## src/rtl/shiftadd_mul_pkg.sv

```systemverilog
package shiftadd_mul_pkg;
  typedef enum logic {
    ST_IDLE = 1'b0,
    ST_RUN  = 1'b1
  } mul_state_e;
endpackage

```

## src/rtl/shiftadd_mul_ctrl.sv

```systemverilog
module shiftadd_mul_ctrl
  import shiftadd_mul_pkg::*;
#(
  parameter int N = 32
) (
  input  logic clk,
  input  logic rst_n,
  input  logic start_i,
  output logic load_o,
  output logic step_o,
  output logic busy_o,
  output logic done_o
);
  localparam int CW = (N > 1) ? $clog2(N) : 1;
  localparam logic [CW-1:0] LAST_CNT = CW'(N - 1);

  mul_state_e     state_q;
  logic [CW-1:0]  cnt_q;
  logic           done_q;
  logic           last_step;

  assign load_o    = start_i && (state_q == ST_IDLE);
  assign step_o    = (state_q == ST_RUN);
  assign last_step = step_o && (cnt_q == LAST_CNT);
  assign busy_o    = step_o;
  assign done_o    = done_q;

  always_ff @(posedge clk or negedge rst_n) begin
    if (!rst_n) begin
      state_q <= ST_IDLE;
      cnt_q   <= '0;
      done_q  <= 1'b0;
    end else begin
      done_q <= 1'b0;
      case (state_q)
        ST_IDLE: begin
          if (start_i) begin
            state_q <= ST_RUN;
            cnt_q   <= '0;
          end
        end
        ST_RUN: begin
          if (last_step) begin
            state_q <= ST_IDLE;
            done_q  <= 1'b1;
          end else begin
            cnt_q <= cnt_q + 1'b1;
          end
        end
        default: state_q <= ST_IDLE;
      endcase
    end
  end


  accept_chk: assert property (@(posedge clk) disable iff (!rst_n)
    load_o |=> busy_o && !done_o);

  done_pulse_chk: assert property (@(posedge clk) disable iff (!rst_n)
    done_o |=> !done_o);

  done_excl_chk: assert property (@(posedge clk) disable iff (!rst_n)
    done_o |-> !busy_o);

  count_range_chk: assert property (@(posedge clk) disable iff (!rst_n)
    busy_o |-> cnt_q <= LAST_CNT);

  finish_chk: assert property (@(posedge clk) disable iff (!rst_n)
    last_step |=> done_o && !busy_o);

  no_restart_chk: assert property (@(posedge clk) disable iff (!rst_n)
    (busy_o && start_i && !last_step) |=> busy_o && (cnt_q == $past(cnt_q) + 1'b1));
endmodule

```

## src/rtl/shiftadd_mul_dp.sv

```systemverilog
module shiftadd_mul_dp #(
  parameter int N = 32
) (
  input  logic         clk,
  input  logic         rst_n,
  input  logic         load_i,
  input  logic         step_i,
  input  logic [N-1:0] mcand_i,
  input  logic [N-1:0] mplier_i,
  output logic [N-1:0] hi_o,
  output logic [N-1:0] lo_o
);
  localparam int PW = 2 * N;

  // Conditional add on the upper half, carry kept in the extra bit.
  function automatic logic [N:0] cond_add(input logic [N-1:0] upper,
                                          input logic [N-1:0] m,
                                          input logic         en);
    return en ? ({1'b0, upper} + {1'b0, m}) : {1'b0, upper};
  endfunction

  // Right shift of carry, sum and lower half as one value.
  function automatic logic [PW-1:0] shift_join(input logic [N:0]   upper_ext,
                                               input logic [N-1:0] lower);
    return {upper_ext, lower[N-1:1]};
  endfunction

  logic [N-1:0]  mcand_q;
  logic [PW-1:0] prod_q;
  logic          add_fire;
  logic [N:0]    sum_ext;
  logic          carry_out;
  logic [PW-1:0] prod_next;

  assign add_fire  = step_i && prod_q[0];
  assign sum_ext   = cond_add(prod_q[PW-1:N], mcand_q, prod_q[0]);
  assign carry_out = add_fire && sum_ext[N];
  assign prod_next = shift_join(sum_ext, prod_q[N-1:0]);

  always_ff @(posedge clk or negedge rst_n) begin
    if (!rst_n) begin
      mcand_q <= '0;
      prod_q  <= '0;
    end else if (load_i) begin
      mcand_q <= mcand_i;
      prod_q  <= {{N{1'b0}}, mplier_i};
    end else if (step_i) begin
      prod_q  <= prod_next;
    end
  end

  assign hi_o = prod_q[PW-1:N];
  assign lo_o = prod_q[N-1:0];


  load_val_chk: assert property (@(posedge clk) disable iff (!rst_n)
    load_i |=> (hi_o == '0) && (lo_o == $past(mplier_i)));

  lower_shift_chk: assert property (@(posedge clk) disable iff (!rst_n)
    step_i |=> lo_o[N-2:0] == $past(lo_o[N-1:1]));

  no_add_chk: assert property (@(posedge clk) disable iff (!rst_n)
    (step_i && !prod_q[0]) |=> hi_o == ($past(hi_o) >> 1));

  carry_keep_chk: assert property (@(posedge clk) disable iff (!rst_n)
    carry_out |=> hi_o[N-1]);

  hold_chk: assert property (@(posedge clk) disable iff (!rst_n)
    (!step_i && !load_i) |=> $stable(prod_q));

  mcand_keep_chk: assert property (@(posedge clk) disable iff (!rst_n)
    step_i |=> $stable(mcand_q));
endmodule

```

## src/rtl/shiftadd_mul.sv

```systemverilog
module shiftadd_mul #(
  parameter int WIDTH = 32
) (
  input  logic             clk,
  input  logic             rst_n,
  input  logic             start_i,
  input  logic [WIDTH-1:0] mcand_i,
  input  logic [WIDTH-1:0] mplier_i,
  output logic             busy_o,
  output logic             done_o,
  output logic [WIDTH-1:0] hi_o,
  output logic [WIDTH-1:0] lo_o
);
  logic load_w;
  logic step_w;

  shiftadd_mul_ctrl #(.N(WIDTH)) u_ctrl (
    .clk     (clk),
    .rst_n   (rst_n),
    .start_i (start_i),
    .load_o  (load_w),
    .step_o  (step_w),
    .busy_o  (busy_o),
    .done_o  (done_o)
  );

  shiftadd_mul_dp #(.N(WIDTH)) u_dp (
    .clk      (clk),
    .rst_n    (rst_n),
    .load_i   (load_w),
    .step_i   (step_w),
    .mcand_i  (mcand_i),
    .mplier_i (mplier_i),
    .hi_o     (hi_o),
    .lo_o     (lo_o)
  );


  reset_idle_chk: assert property (@(posedge clk) !rst_n |-> !busy_o && !done_o);

  result_hold_chk: assert property (@(posedge clk) disable iff (!rst_n)
    (!busy_o && !load_w) |=> $stable(hi_o) && $stable(lo_o));
endmodule

```

## config.mk

```make
export PLATFORM = sky130hd
export DESIGN_NAME = shiftadd_mul
export DESIGN_NICKNAME = d
export VERILOG_FILES = /design/src/rtl/shiftadd_mul_pkg.sv /design/src/rtl/shiftadd_mul_ctrl.sv /design/src/rtl/shiftadd_mul_dp.sv /design/src/rtl/shiftadd_mul.sv
export SDC_FILE = /design/constraint.sdc
export NUM_CORES = 1
export LEC_CHECK = 0
export BUFFER_PORTS_ARGS = -buffer_cell sky130_fd_sc_hd__buf_2
export CORE_MARGIN = 1.5
export CORE_UTILIZATION = 35
export CTS_BUF_LIST = sky130_fd_sc_hd__clkbuf_8
export DETAILED_ROUTE_END_ITERATION = 16
export GPL_ROUTABILITY_DRIVEN = 0
export HOLD_SLACK_MARGIN = 0.12
export MAX_ROUTING_LAYER = met4
export PLACE_DENSITY = 0.65
export SYNTH_ARGS = -nofsm -noshare
export SYNTH_HDL_FRONTEND = slang
export SYNTH_HIERARCHICAL = 1
export SYNTH_SLANG_ARGS = --single-unit
export TNS_END_PERCENT = 20
```

## constraint.sdc

```tcl
create_clock -name clk -period 5.5 [get_ports clk]
set_input_delay 0.275 -clock clk [delete_from_list [all_inputs] [get_ports clk]]
set_output_delay 0.275 -clock clk [all_outputs]
set_load 0.02 [all_outputs]
```

# [After elaboration in Yosys (flattened, before gate mapping)]
# Index checks and enable logic that the tools add are counted.
[op_classes] n_addsub=2 n_eq_ne=3 muxes=11 bitwise=1 reduce_logical=4
[ops] cell="64-bit 2-to-1 mux" count=2
[ops] cell="32-bit by 32-bit adder with 33-bit output" count=1
[ops] cell="33-bit 2-to-1 mux" count=1
[ops] cell="5-bit 2-to-1 mux" count=2
[ops] cell="5-bit case mux with 2 select lines" count=1
[ops] cell="5-bit by 1-bit adder with 5-bit output, second input constant" count=1
[ops] cell="5-bit equality test, second input constant" count=1
[ops] cell="1-bit 2-to-1 mux" count=4
[ops] cell="2-bit inequality test, second input constant" count=2
[ops] cell="1-bit logical AND" count=2
[ops] cell="1-bit case mux with 2 select lines" count=1
[ops] cell="2-bit AND reduction" count=1
[ops] cell="2-bit nonzero test" count=1
[ops] cell="1-bit NOT" count=1
[word_totals] regBits=103 inputBits=67 out_inout_bits=66 wordCells=26

# [Longest topological paths before layout]
# Gate-level depths: netlist of run 1.
[depth] ltp_word=4 ltp_mapped=10 mapped_depth_nobuf=10

# [By module]
# The synthesis of run 1 kept the hierarchy.
[by_module_without_submodules] module="shiftadd_mul_dp" n_inst=1 cells_per_inst=619 area_per_inst_um2=6019.5 seq_area_each_um2=2402.3
[by_module_without_submodules] module="shiftadd_mul_ctrl" n_inst=1 cells_per_inst=36 area_per_inst_um2=392.9 seq_area_each_um2=175.2

# [Worst setup path after synthesis of run 1]
# No wires, ideal clock.
[synth_path] path_type="flip-flop to flip-flop" from="reg u_dp.prod_q[32]" to="reg u_dp.prod_q[51]" setup_time_ps=125 arrival_time_ps=2681 t_required_ps=5375 slack_ps=2694 path_stages_with_launch=10 path_buffers=0 synth_period_minus_slack_ps=2806 cell_sequence="dfrtp_1 > ha_1 > fa_1 > a211oi_1 > o21bai_1 > a41oi_1 > o22ai_1 > a21bo_2 > xnor2_1 > a2111oi_0"
[synth_between] elab_chain_cells=4
[synth_rtl] element="start: declaration" line_no="shiftadd_mul_dp.sv:29" text="logic [PW-1:0] prod_q;"
[synth_rtl] element="start signal: assignment" line_no="shiftadd_mul_dp.sv:46" text="prod_q <= {{N{1'b0}}, mplier_i};"
[synth_rtl] element="start signal: assignment" line_no="shiftadd_mul_dp.sv:48" text="prod_q <= prod_next;"
[synth_rtl] element="32-bit by 32-bit adder with 33-bit output" line_no="shiftadd_mul_dp.sv:19" text="return en ? ({1'b0, upper} + {1'b0, m}) : {1'b0, upper};"
[synth_rtl] element="33-bit 2-to-1 mux" line_no="shiftadd_mul_dp.sv:19"
[synth_rtl] element="64-bit 2-to-1 mux" line_no="shiftadd_mul_dp.sv:47" text="end else if (step_i) begin"
[synth_rtl] element="64-bit 2-to-1 mux" line_no="shiftadd_mul_dp.sv:44" text="end else if (load_i) begin"
# Every way passes these cells. The select of a mux whose other input is x is not followed.
# A chain may end at the register's enable or synchronous reset.

# [Final worst setup path of run 1]
[layout_path] from="reg u_ctrl.state_q (netlist: u_ctrl/busy_o)" to="reg u_dp.prod_q[54]"
[layout_between] elab_chain_cells=3 elab_cells_between_ends=4 cone_classes="mux (1); bitwise (1); reduce/logical (2)"
[layout_rtl] element="start: declaration" line_no="shiftadd_mul_ctrl.sv:17" text="mul_state_e state_q;"
[layout_rtl] element="start signal: assignment" line_no="shiftadd_mul_ctrl.sv:30" text="state_q <= ST_IDLE;"
[layout_rtl] element="start signal: assignment" line_no="shiftadd_mul_ctrl.sv:38" text="state_q <= ST_RUN;"
[layout_rtl] element="start signal: assignment" line_no="shiftadd_mul_ctrl.sv:44" text="state_q <= ST_IDLE;"
[layout_rtl] element="1-bit NOT (*)" line_no="shiftadd_mul_ctrl.sv:22" text="assign load_o = start_i && (state_q == ST_IDLE);"
[layout_rtl] element="1-bit logical AND (*)" line_no="shiftadd_mul_ctrl.sv:22"
[layout_rtl] element="net load_w" line_no="shiftadd_mul.sv:14" text="logic load_w;"
[layout_rtl] element="64-bit 2-to-1 mux or 2-bit nonzero test (tied branches)"
# The timed path passes the listed nets; every way through them passes the cells marked *.

==> flow_summary.json, run 1 <==
{
  "yosysWarnings": 6,
  "drt_wl_total_um": 16900,
  "tightest_slew_ns": 0.831,
  "grt_max_degree": 70,
  "hp-class": "in -> reg",
  "yosysUniqueCellTypes": 68,
  "root_buffer": "clkbuf_8",
  "finClkSkew_ns": 0.0114,
  "core_um2": 18000,
  "critPathTopFamily": "simple AND/OR/NAND/NOR gates",
  "path_cells": "buf_4, nor2b_4, buf_4, a21oi_1, or4_1",
  "cts_sinks": 103,
  "num_vias": 5500,
  "htree_levels": 3,
  "start_kind": "flop",
  "path_class": "reg -> reg",
  "postSynthNetCount": 757,
  "nets": 930,
  "slew_headroom_pct": 44.6,
  "ant_nets": 0,
  "period_share_pct": 55.3,
  "globalRouteTotalUtil_pct": 18.6,
  "drtIter0Drc": 333,
  "synth_seq_cells": 103,
  "ctsLongestPathBuffers": 2,
  "synth.avg_cell_area_um2": 9.79,
  "finalPower_mw": 5.68,
  "power_density_nw_per_um2": 706,
  "seq_area_frac_synth_pct": 40.2,
  "drive_gt1_share_pct": 25.1,
  "ios": 133,
  "ir_drop_uv": 257,
  "yosys.area.top_type_share_pct": 40.2,
  "initial_utilization_pct": 35.7,
  "dr.pass1.iters": 5,
  "drc": 0,
  "synth_edf_count": 0,
  "dp_hpwl_um": 11700,
  "antenna_found_initial": 0,
  "area_growth_pct": 25.5,
  "hold_viol": 0,
  "period_needed_ns": 3.04,
  "wire_per_inst_um": 15.9,
  "max_stage_delay_ns": 0.74,
  "grt-ovfl-total": 0,
  "worst_path_most_repeated_cell": "buf_4",
  "clk_latency_ns": 0.39,
  "die_w_um": 138,
  "dieArea_um2": 19100,
  "grt_setup_unrepaired": "false",
  "drv_cap": 0,
  "clk_pin_slew_ns": 0.10,
  "critPathMaxFanout": 53,
  "synth_commonest_cells": "dfrtp_1, nand2_1, o21ai_0, mux2i_1, nor2_1",
  "crit_slowest_cell": "dfrtp_4",
  "yosysTopAreaCell": "dfrtp_1",
  "fin_cells": 1062,
  "rows": 49,
  "grt_pass1_wl_um": 28200,
  "tns_ns": 0,
  "synthFlopType": "dfrtp_1",
  "dp_cells": 981,
  "cts_buffers": 9,
  "synth_area_leaders": "dfrtp_1, mux2i_1, ha_1",
  "required_ns": 5.77,
  "hold-worst-slack_ns": 0.163,
  "fp.dieH_um": 138,
  "insertedDiodeCount": 0,
  "cp.buffers_inverters": 2,
  "viasPerCell": 5.18,
  "cts_tree": "done",
  "run_status": "finished clean",
  "arrival_ns": 3.31,
  "syn-cell-area_um2": 6410,
  "end_kind": "flop",
  "leakage_nw": 3.84,
  "setup_viol": 0,
  "grt_pass1_vias": 5488,
  "cts_setup_buffers": 0,
  "async_reset_ff_share_pct": 100,
  "drv_slew": 0,
  "max_freq_mhz": 329,
  "syn_inst": 655,
  "yosysMostFrequentCell": "dfrtp_1",
  "portBuffers": 132
}
-- layer usage --
metal | part of all wire [%] | global-route usage (%)
met5 | 0 | -
met4 | 2.4 | 6.59
met3 | 4.0 | 3.08
met2 | 46 | 28.5
met1 | 48 | 24.9
-- through the flow --
step | setup slack (ns) | util, % | instance area (µm²)
global route | 2.23 | 44.8 | 8050
floorplan | 2.69 | - | 6410
global placement | 2.44 | 39.9 | 7180
finish | 2.46 | 44.8 | 8050
CTS | 2.43 | 44.8 | 8050
detailed placement | 2.44 | 39.9 | 7180
-- worst register-to-register path, cell delays in order, from the launching register on --
cell     delay (ns)
dfrtp_4        0.74
buf_4          0.41
nor2b_4        0.69
buf_4          0.53
a21oi_1        0.07
or4_1          0.47
-- flip-flops by register name, summed over array words and instances, names as in the netlist --
signal and count:
u_ctrl/busy_o 1, u_ctrl/cnt_q 5, u_ctrl/done_o 1, u_dp/mcand_q 32, u_dp/prod_q 64
-- logic make-up after synthesis --
family | synth area share [%]
simple gates | 13.4
compound gates | 17.6
flops | 40.2
mux | 13.2
buf+inv | 4.43
fa+ha+maj | 6.95
xor+xnor | 4.23
-- what timing repair did --
item	CTS	global route
resized for setup	0	0
endpoints found under the hold margin	126	0
hold buffers	65	0
-- layout make-up --
cell class,instances,area [µm²]
Sequential cell,103,2580
Inverter,11,41.3
Multi-Input combinational cell,500,3560
Tap cell,229,287
Timing Repair Buffer,203,1360
Fill cell,1764,9910
Clock buffer,10,138
Clock inverter,6,85.1
-- layout by cell type, fill, tap and decap left out, types with 3 or more instances in the layout --
| master | n |
|---|---|
| dfrtp_1 | 102 |
| or3_1 | 7 |
| o21bai_1 | 3 |
| nand2b_1 | 5 |
| nor2_1 | 43 |
| o21ai_0 | 56 |
| mux2_2 | 33 |
| a211oi_1 | 18 |
| a21oi_1 | 37 |
| buf_4 | 7 |
| xor2_1 | 11 |
| nand4_1 | 5 |
| xnor2_1 | 20 |
| buf_2 | 131 |
| or2_2 | 4 |
| and2_1 | 3 |
| o22ai_1 | 6 |
| nand3_1 | 10 |
| and3_1 | 3 |
| nor3_1 | 10 |
| mux2i_1 | 46 |
| a2111oi_0 | 4 |
| dlygate4sd3_1 | 65 |
| nand2_1 | 62 |
| o211ai_1 | 4 |
| a21o_1 | 18 |
| inv_1 | 12 |
| a311oi_1 | 4 |
| a31oi_1 | 3 |
| ha_1 | 34 |
| nor3b_1 | 10 |
| clkbuf_8 | 10 |
-- report_power, final --
part	total, mW	switching [mW]	leakage (nW)	internal [mW]
clock network	0.543	0.275	0.114	0.268
registers	1.52	0.371	1.24	1.15
logic	3.61	2.05	2.49	1.56
-- final timing paths --
kind	from	end	slack, ns	depth (start not counted)
worst max-delay path	u_ctrl/busy_o	u_dp/prod_q[54]	2.46	5
worst min-delay path	start_i	u_ctrl/cnt_q[1]	0.16	2
worst max register to register	u_ctrl/busy_o	u_dp/prod_q[54]	2.46	5
worst min register to register	u_dp/mcand_q[14]	u_dp/mcand_q[14]	0.52	1
max in group asynchronous	rst_n	u_ctrl/busy_o	3.89	3
min in group asynchronous	rst_n	u_dp/prod_q[52]	0.54	2
No activity file was read; power rests on OpenSTA's default activity.
==> run 2: changes to the inputs <==
--- a/config.mk
+++ b/config.mk
@@ -5,6 +5,7 @@
 export SDC_FILE = /design/constraint.sdc
 export NUM_CORES = 1
 export LEC_CHECK = 0
+export ABC_AREA = 1
 export BUFFER_PORTS_ARGS = -buffer_cell sky130_fd_sc_hd__buf_2
 export CORE_MARGIN = 1.5
 export CORE_UTILIZATION = 35
@@ -13,7 +14,7 @@
 export GPL_ROUTABILITY_DRIVEN = 0
 export HOLD_SLACK_MARGIN = 0.12
 export MAX_ROUTING_LAYER = met4
-export PLACE_DENSITY = 0.65
+export PLACE_DENSITY = 0.67
 export SYNTH_ARGS = -nofsm -noshare
 export SYNTH_HDL_FRONTEND = slang
 export SYNTH_HIERARCHICAL = 1
==> constraint.sdc (replaced) <==
create_clock -name clk -period 2.65 [get_ports clk]
set_input_delay 0.1325 -clock clk [delete_from_list [all_inputs] [get_ports clk]]
set_output_delay 0.1325 -clock clk [all_outputs]
set_load 0.02 [all_outputs]
==> run 2 against run 1 <==
- combinational power rose by 120%
- non-clock buffer count increased by 5
- sequential cell count did not move
- sequential power is 97% higher
- sequential share of layout area decreased by 2.3 points
- area after synthesis grew 6.8%
- highest routed layer unchanged
- cell count is 35% higher
- clock power increased by 76%
- first-iteration DRC count grew 24%
- clock skew fell by 0.00093 ns
- worst hold slack better by 0.050 ns
- setup slack worse by 2.0 ns
==> flow_summary.json, run 2 <==
{
  "run_status": "finished clean",
  "root_buffer": "clkbuf_8",
  "syn-cell-area_um2": 6850,
  "drt_wl_total_um": 19700,
  "cts_buffers": 9,
  "grt_setup_unrepaired": "false",
  "yosys.area.top_type_share_pct": 37.6,
  "async_reset_ff_share_pct": 100,
  "top_register": "u_dp/prod_q",
  "synth_edf_count": 0,
  "yosysMostFrequentCell": "nand2_1",
  "initial_utilization_pct": 36.1,
  "dr.pass1.iters": 5,
  "final_common_cell": "nand2_1",
  "stdcell_area_um2": 8650,
  "cts_tree": "done",
  "yosysUniqueCellTypes": 35,
  "path_class": "reg -> reg",
  "antenna_found_initial": 0,
  "postCtsResizedCells": 0,
  "drtIter0Drc": 413,
  "synth_commonest_cells": "nand2_1, inv_1, dfrtp_1, nor2_1, nand3_1",
  "synth-xor-area-share_pct": 1.66,
  "dp_hpwl_um": 14200,
  "clk_pin_slew_ns": 0.11,
  "portBuffers": 132,
  "die_w_um": 143,
  "leakage_nw": 4.78,
  "required_ns": 2.91,
  "yosysWarnings": 6,
  "synth_compound_area_share_pct": 8.66,
  "wire_per_inst_um": 13.8,
  "setup_viol": 0,
  "dieArea_um2": 20400,
  "viasPerCell": 4.69,
  "grt_pass1_wl_um": 33200,
  "rows": 50,
  "grt_max_degree": 72,
  "ios": 133,
  "synth_top_family_by_area": "simple AND/OR/NAND/NOR gates",
  "p_comb_share_pct": 66.7,
  "ant_nets": 0,
  "synth_seq_cells": 103,
  "post_dp_cell_area_um2": 7810,
  "sw_frac_of_total_pct": 53.3,
  "synth.avg_cell_area_um2": 7.05,
  "synth-simple-area-share_pct": 29.9,
  "drive_gt1_share_pct": 18.4,
  "drc": 0,
  "reg_top3": "u_dp/prod_q (64), u_dp/mcand_q (32), u_ctrl/cnt_q (5)",
  "synth_area_leaders": "dfrtp_1, nand2_1, inv_1",
  "clkPwrFrac_pct": 8.1,
  "muxShareOfSynthArea_pct": 5.26,
  "cts_sinks": 103,
  "ctsLongestPathBuffers": 2,
  "grt_pass1_vias": 6781,
  "max_freq_mhz": 447,
  "switching_power_mw": 6.31,
  "area_growth_pct": 26.3,
  "fp.dieH_um": 143,
  "synthFlopType": "dfrtp_1",
  "arrival_ns": 2.50,
  "period_needed_ns": 2.24,
  "period_share_pct": 84.4,
  "grt-ovfl-total": 0,
  "end_kind": "flop",
  "hold_viol": 0,
  "core_um2": 19000,
  "cts_setup_buffers": 0,
  "largest_reg_flops": 64,
  "final_cell_mix": "nand2_1, inv_1, buf_2, dfrtp_1, nor2_1",
  "internal_power_mw": 5.53,
  "seq_area_frac_synth_pct": 37.6,
  "postSynthNetCount": 1073,
  "synthAdderAreaFrac_pct": 6.51,
  "drv_slew": 0,
  "start_kind": "flop",
  "nets": 1266,
  "p_seq_share_pct": 25.2,
  "tns_ns": 0,
  "ir_drop_uv": 646,
  "critPathMaxFanout": 4,
  "syn_inst": 971,
  "tightest_slew_ns": 0.963,
  "globalRouteTotalUtil_pct": 21.2,
  "power_density_nw_per_um2": 1370,
  "slew_headroom_pct": 35.8,
  "hp-class": "in -> async",
  "insertedDiodeCount": 0,
  "htree_levels": 3,
  "yosysTopAreaCell": "dfrtp_1",
  "finClkSkew_ns": 0.0105,
  "num_vias": 6700,
  "drv_cap": 0,
  "fill_cells": 1921,
  "clk_latency_ns": 0.39
}
## run 2: cell count changes after synthesis, sizes merged, moves of 18 or more
cell / before / now
a211oi: 18 / 0
nor2: 43 / 83
mux2i: 46 / 0
nand2: 63 / 357
clkbuf: 32 / 13
inv: 11 / 158
o21ai: 58 / 35
nand3: 10 / 56
xnor2: 20 / 1
## run 2: critical path, cell delays in order (launching register included)
cell and delay [ns]:
dfrtp_1 0.41, ha_1 0.27, fa_1 0.46, nand3_1 0.12, nand3_1 0.16, a21oi_2 0.27, nor2_1 0.06, o21bai_1 0.13
nand3_1 0.09, nand2_1 0.07, o21ai_0 0.07
## run 2: power by group through the flow
| stage | registers [mW] | clock network (mW) | logic (mW) |
|---|---|---|---|
| finish | 2.99 | 0.958 | 7.89 |
| global route | 3.11 | 1.07 | 8.96 |
| CTS | 3.00 | 1.00 | 7.85 |
| detailed placement | 3.01 | 0 | 7.74 |
| global placement | 3.00 | 0 | 7.66 |
| floorplan | 3.40 | 0 | 5.21 |
## run 2: cell type report
type | instances | area, µm² | area share [%]
clock buffers | 9 | 124 | 1.43
clock inverters | 7 | 56.3 | 0.651
inverters | 158 | 596 | 6.89
multi-input cells | 684 | 3560 | 41.1
flip-flops and latches | 103 | 2580 | 29.8
well taps | 260 | 325 | 3.76
repair buffers | 208 | 1410 | 16.3
## run 2: timing repair
action / in CTS / in global routing
hold buffers: 66 / 0
endpoints found under the setup margin: 0 / 0
endpoints found under the hold margin: 102 / 0
## run 2: worst paths after layout
check,from,endpoint,slack [ns],cells past startpoint
min in group clk,mplier_i[15],u_dp/prod_q[15],0.48,4
max,u_dp/prod_q[32],u_dp/prod_q[47],0.41,10
max in group asynchronous,rst_n,u_dp/mcand_q[7],1.70,3
min reg2reg,u_ctrl/cnt_q[4],u_ctrl/cnt_q[4],0.50,2
max reg2reg,u_dp/prod_q[32],u_dp/prod_q[47],0.41,10
min,rst_n,u_dp/mcand_q[29],0.21,2
## run 2: kinds of logic (layout without fill, tap and decap cells)
| kind of cell | after synthesis | after routing |
|---|---|---|
| muxes | 32 | 32 |
| buffers and inverters | 184 | 382 |
| AOI/OAI and AO/OA | 100 | 100 |
| DFF | 103 | 103 |
| and+or+nand+nor | 504 | 504 |
| adders and majority gates | 35 | 35 |
| xor gates and xnor gates | 13 | 13 |
## run 2: metrics by stage
stage	hold slack, ns	util [%]	instances	power, mW	setup slack (ns)
5_1_grt	0.250	45.6	1429	13.1	0.250
3_3_place_gp	0.106	41.2	1347	10.7	0.526
3_5_place_dp	0.105	41.2	1347	10.8	0.459
2_1_floorplan	-0.163	-	971	8.61	0.587
4_1_cts	0.209	45.6	1429	11.9	0.432
6_report	0.213	45.6	1429	11.8	0.412
## run 2: per-layer routing
metal  wire (µm)  global-route usage [%]  part of all wire (%)  vias up
met5           0                       -                     0        -
met4         383                    7.33                   1.9        0
met3        1240                    4.16                   6.3       23
met2        8940                    34.0                    45      205
met1        9090                    26.9                    46     3059
li1            -                       -                     -     3413
==> run 3: changes to the inputs <==
--- a/config.mk
+++ b/config.mk
@@ -14,7 +14,7 @@
 export GPL_ROUTABILITY_DRIVEN = 0
 export HOLD_SLACK_MARGIN = 0.12
 export MAX_ROUTING_LAYER = met4
-export PLACE_DENSITY = 0.67
+export PLACE_DENSITY = 0.65
 export SYNTH_ARGS = -nofsm -noshare
 export SYNTH_HDL_FRONTEND = slang
 export SYNTH_HIERARCHICAL = 1
==> constraint.sdc (replaced) <==
create_clock -name clk -period 2.35 [get_ports clk]
set_input_delay 0.1175 -clock clk [delete_from_list [all_inputs] [get_ports clk]]
set_output_delay 0.1175 -clock clk [all_outputs]
set_load 0.02 [all_outputs]
==> run 3 against run 2 <==
- sequential share of layout area shrank 0.12 points
- maximum frequency rose by 3.5%
- design area increased by 0.41%
- clock-buffer cell count unchanged
- first-iteration DRC count is 6.8% higher
- critical path depth unchanged
- clock power increased by 19%
- largest power group unchanged
==> flow_summary.json, run 3 (same netlist as run 2, synthesis figures left out) <==
{
  "run_status": "finished clean",
  "p_comb_share_pct": 66.8,
  "drtIter0Drc": 441,
  "max_freq_mhz": 463,
  "top_register": "u_dp/prod_q",
  "stdcell_area_um2": 8680,
  "grt_pass1_vias": 6677,
  "leakage_nw": 4.80,
  "clk_pin_slew_ns": 0.12,
  "antenna_found_initial": 0,
  "ios": 133,
  "finalPower_mw": 13.5,
  "path_cells": "ha_1, fa_1, nand3_1, nand3_1, a21oi_2, nor2_1, o21bai_1, nand3_1, nand2_1, o21ai_0",
  "fp.dieH_um": 143,
  "hp-class": "in -> async",
  "viasPerCell": 4.70,
  "path_class": "reg -> reg",
  "reg2reg_from": "u_dp/prod_q[32]",
  "reg_top3": "u_dp/prod_q (64), u_dp/mcand_q (32), u_ctrl/cnt_q (5)",
  "period_share_pct": 92.0,
  "grt-ovfl-total": 0,
  "dp_cells": 1351,
  "max_stage_delay_ns": 0.42,
  "internal_power_mw": 6.26,
  "ant_nets": 0,
  "dieArea_um2": 20400,
  "die_w_um": 143,
  "insertedDiodeCount": 0,
  "initial_utilization_pct": 36.1,
  "grt_max_degree": 54,
  "root_buffer": "clkbuf_8",
  "clk_latency_ns": 0.41,
  "start_kind": "flop",
  "tns_ns": 0,
  "wire_per_inst_um": 14.0,
  "switching_power_mw": 7.22,
  "drv_slew": 0,
  "post_dp_cell_area_um2": 7840,
  "nets": 1270,
  "timing.rr.end": "u_dp/prod_q[47]",
  "dr.max_layer_used": "met4",
  "hold_viol": 0,
  "setup_viol": 0,
  "p_seq_share_pct": 24.8,
  "cp.buffers_inverters": 0,
  "required_ns": 2.63,
  "drt_wl_total_um": 20100,
  "rrSetupSlack_ns": 0.19,
  "portBuffers": 132,
  "crit_slowest_cell": "dfrtp_1",
  "tightest_slew_ns": 0.604,
  "drive_gt1_share_pct": 18.7,
  "clkPwrFrac_pct": 8.4,
  "finClkSkew_ns": 0.0249,
  "final_util_pct": 45.8,
  "final_common_cell": "nand2_1",
  "cts_buffers": 9,
  "dp_hpwl_um": 14700,
  "met2_length_um": 9110,
  "dr.pass1.iters": 5,
  "drc": 0,
  "core_um2": 19000,
  "fin_cells": 1433,
  "globalRouteTotalUtil_pct": 21.1,
  "end_kind": "flop",
  "worst_path_most_repeated_cell": "nand3_1",
  "dr_wl_met3_um": 1240,
  "rows": 50,
  "place_ws_ns": 0.230,
  "sw_frac_of_total_pct": 53.5,
  "cts_tree": "done",
  "drt-met1-wl_um": 9140,
  "worst_slack_ns": 0.189,
  "drv_cap": 0,
  "cts_sinks": 103,
  "grt_pass1_wl_um": 32800,
  "htree_levels": 3,
  "ir_drop_uv": 590,
  "ctsLongestPathBuffers": 2,
  "period_needed_ns": 2.16,
  "critPathTopFamily": "adder cells",
  "hold-worst-slack_ns": 0.224,
  "slew_headroom_pct": 59.7,
  "arrival_ns": 2.44,
  "critPathMaxFanout": 4,
  "largest_reg_flops": 64,
  "num_vias": 6732,
  "grt_setup_unrepaired": "false",
  "power_density_nw_per_um2": 1550,
  "area_growth_pct": 26.8,
  "worst_r2r_path_depth": 10,
  "final_cell_mix": "nand2_1, inv_1, buf_2, dfrtp_1, nor2_1",
  "postCtsResizedCells": 0
}
run 3: per-layer routing:
metal | vias to the layer above | track usage [%]
met5 | - | -
met4 | 0 | 8.52
met3 | 42 | 4.19
met2 | 241 | 33.2
met1 | 3036 | 26.7
li1 | 3413 | -
run 3: layout make-up:
cell class,count,area (µm²)
Fill cell,1882,10300
Multi-Input combinational cell,684,3560
Sequential cell,103,2580
Timing Repair Buffer,212,1440
Inverter,158,596
Tap cell,260,325
Clock buffer,9,124
Clock inverter,7,61.3
run 3: how the worst max path moves through the flow:
stage,start,end,depth (start not counted)
global route,u_dp/prod_q[32],u_dp/prod_q[49],11
detailed placement,u_dp/prod_q[32],u_dp/prod_q[47],10
global placement,u_dp/prod_q[32],u_dp/prod_q[51],12
finish,u_dp/prod_q[32],u_dp/prod_q[47],10
CTS,u_dp/prod_q[32],u_dp/prod_q[49],11
floorplan,u_dp/prod_q[32],u_dp/prod_q[47],10
run 3: power groups by stage:
stage	Clock, mW	Sequential [mW]	Combinational [mW]
floorplan	0	3.84	5.87
global placement	0	3.35	8.78
detailed placement	0	3.36	8.86
CTS	1.18	3.34	8.97
global route	1.25	3.47	10.1
finish	1.14	3.34	9.01
run 3: repair_timing:
| action | CTS | global route |
|---|---|---|
| hold endpoints to repair | 102 | 0 |
| setup buffers | 0 | 0 |
| hold buffers | 66 | 0 |
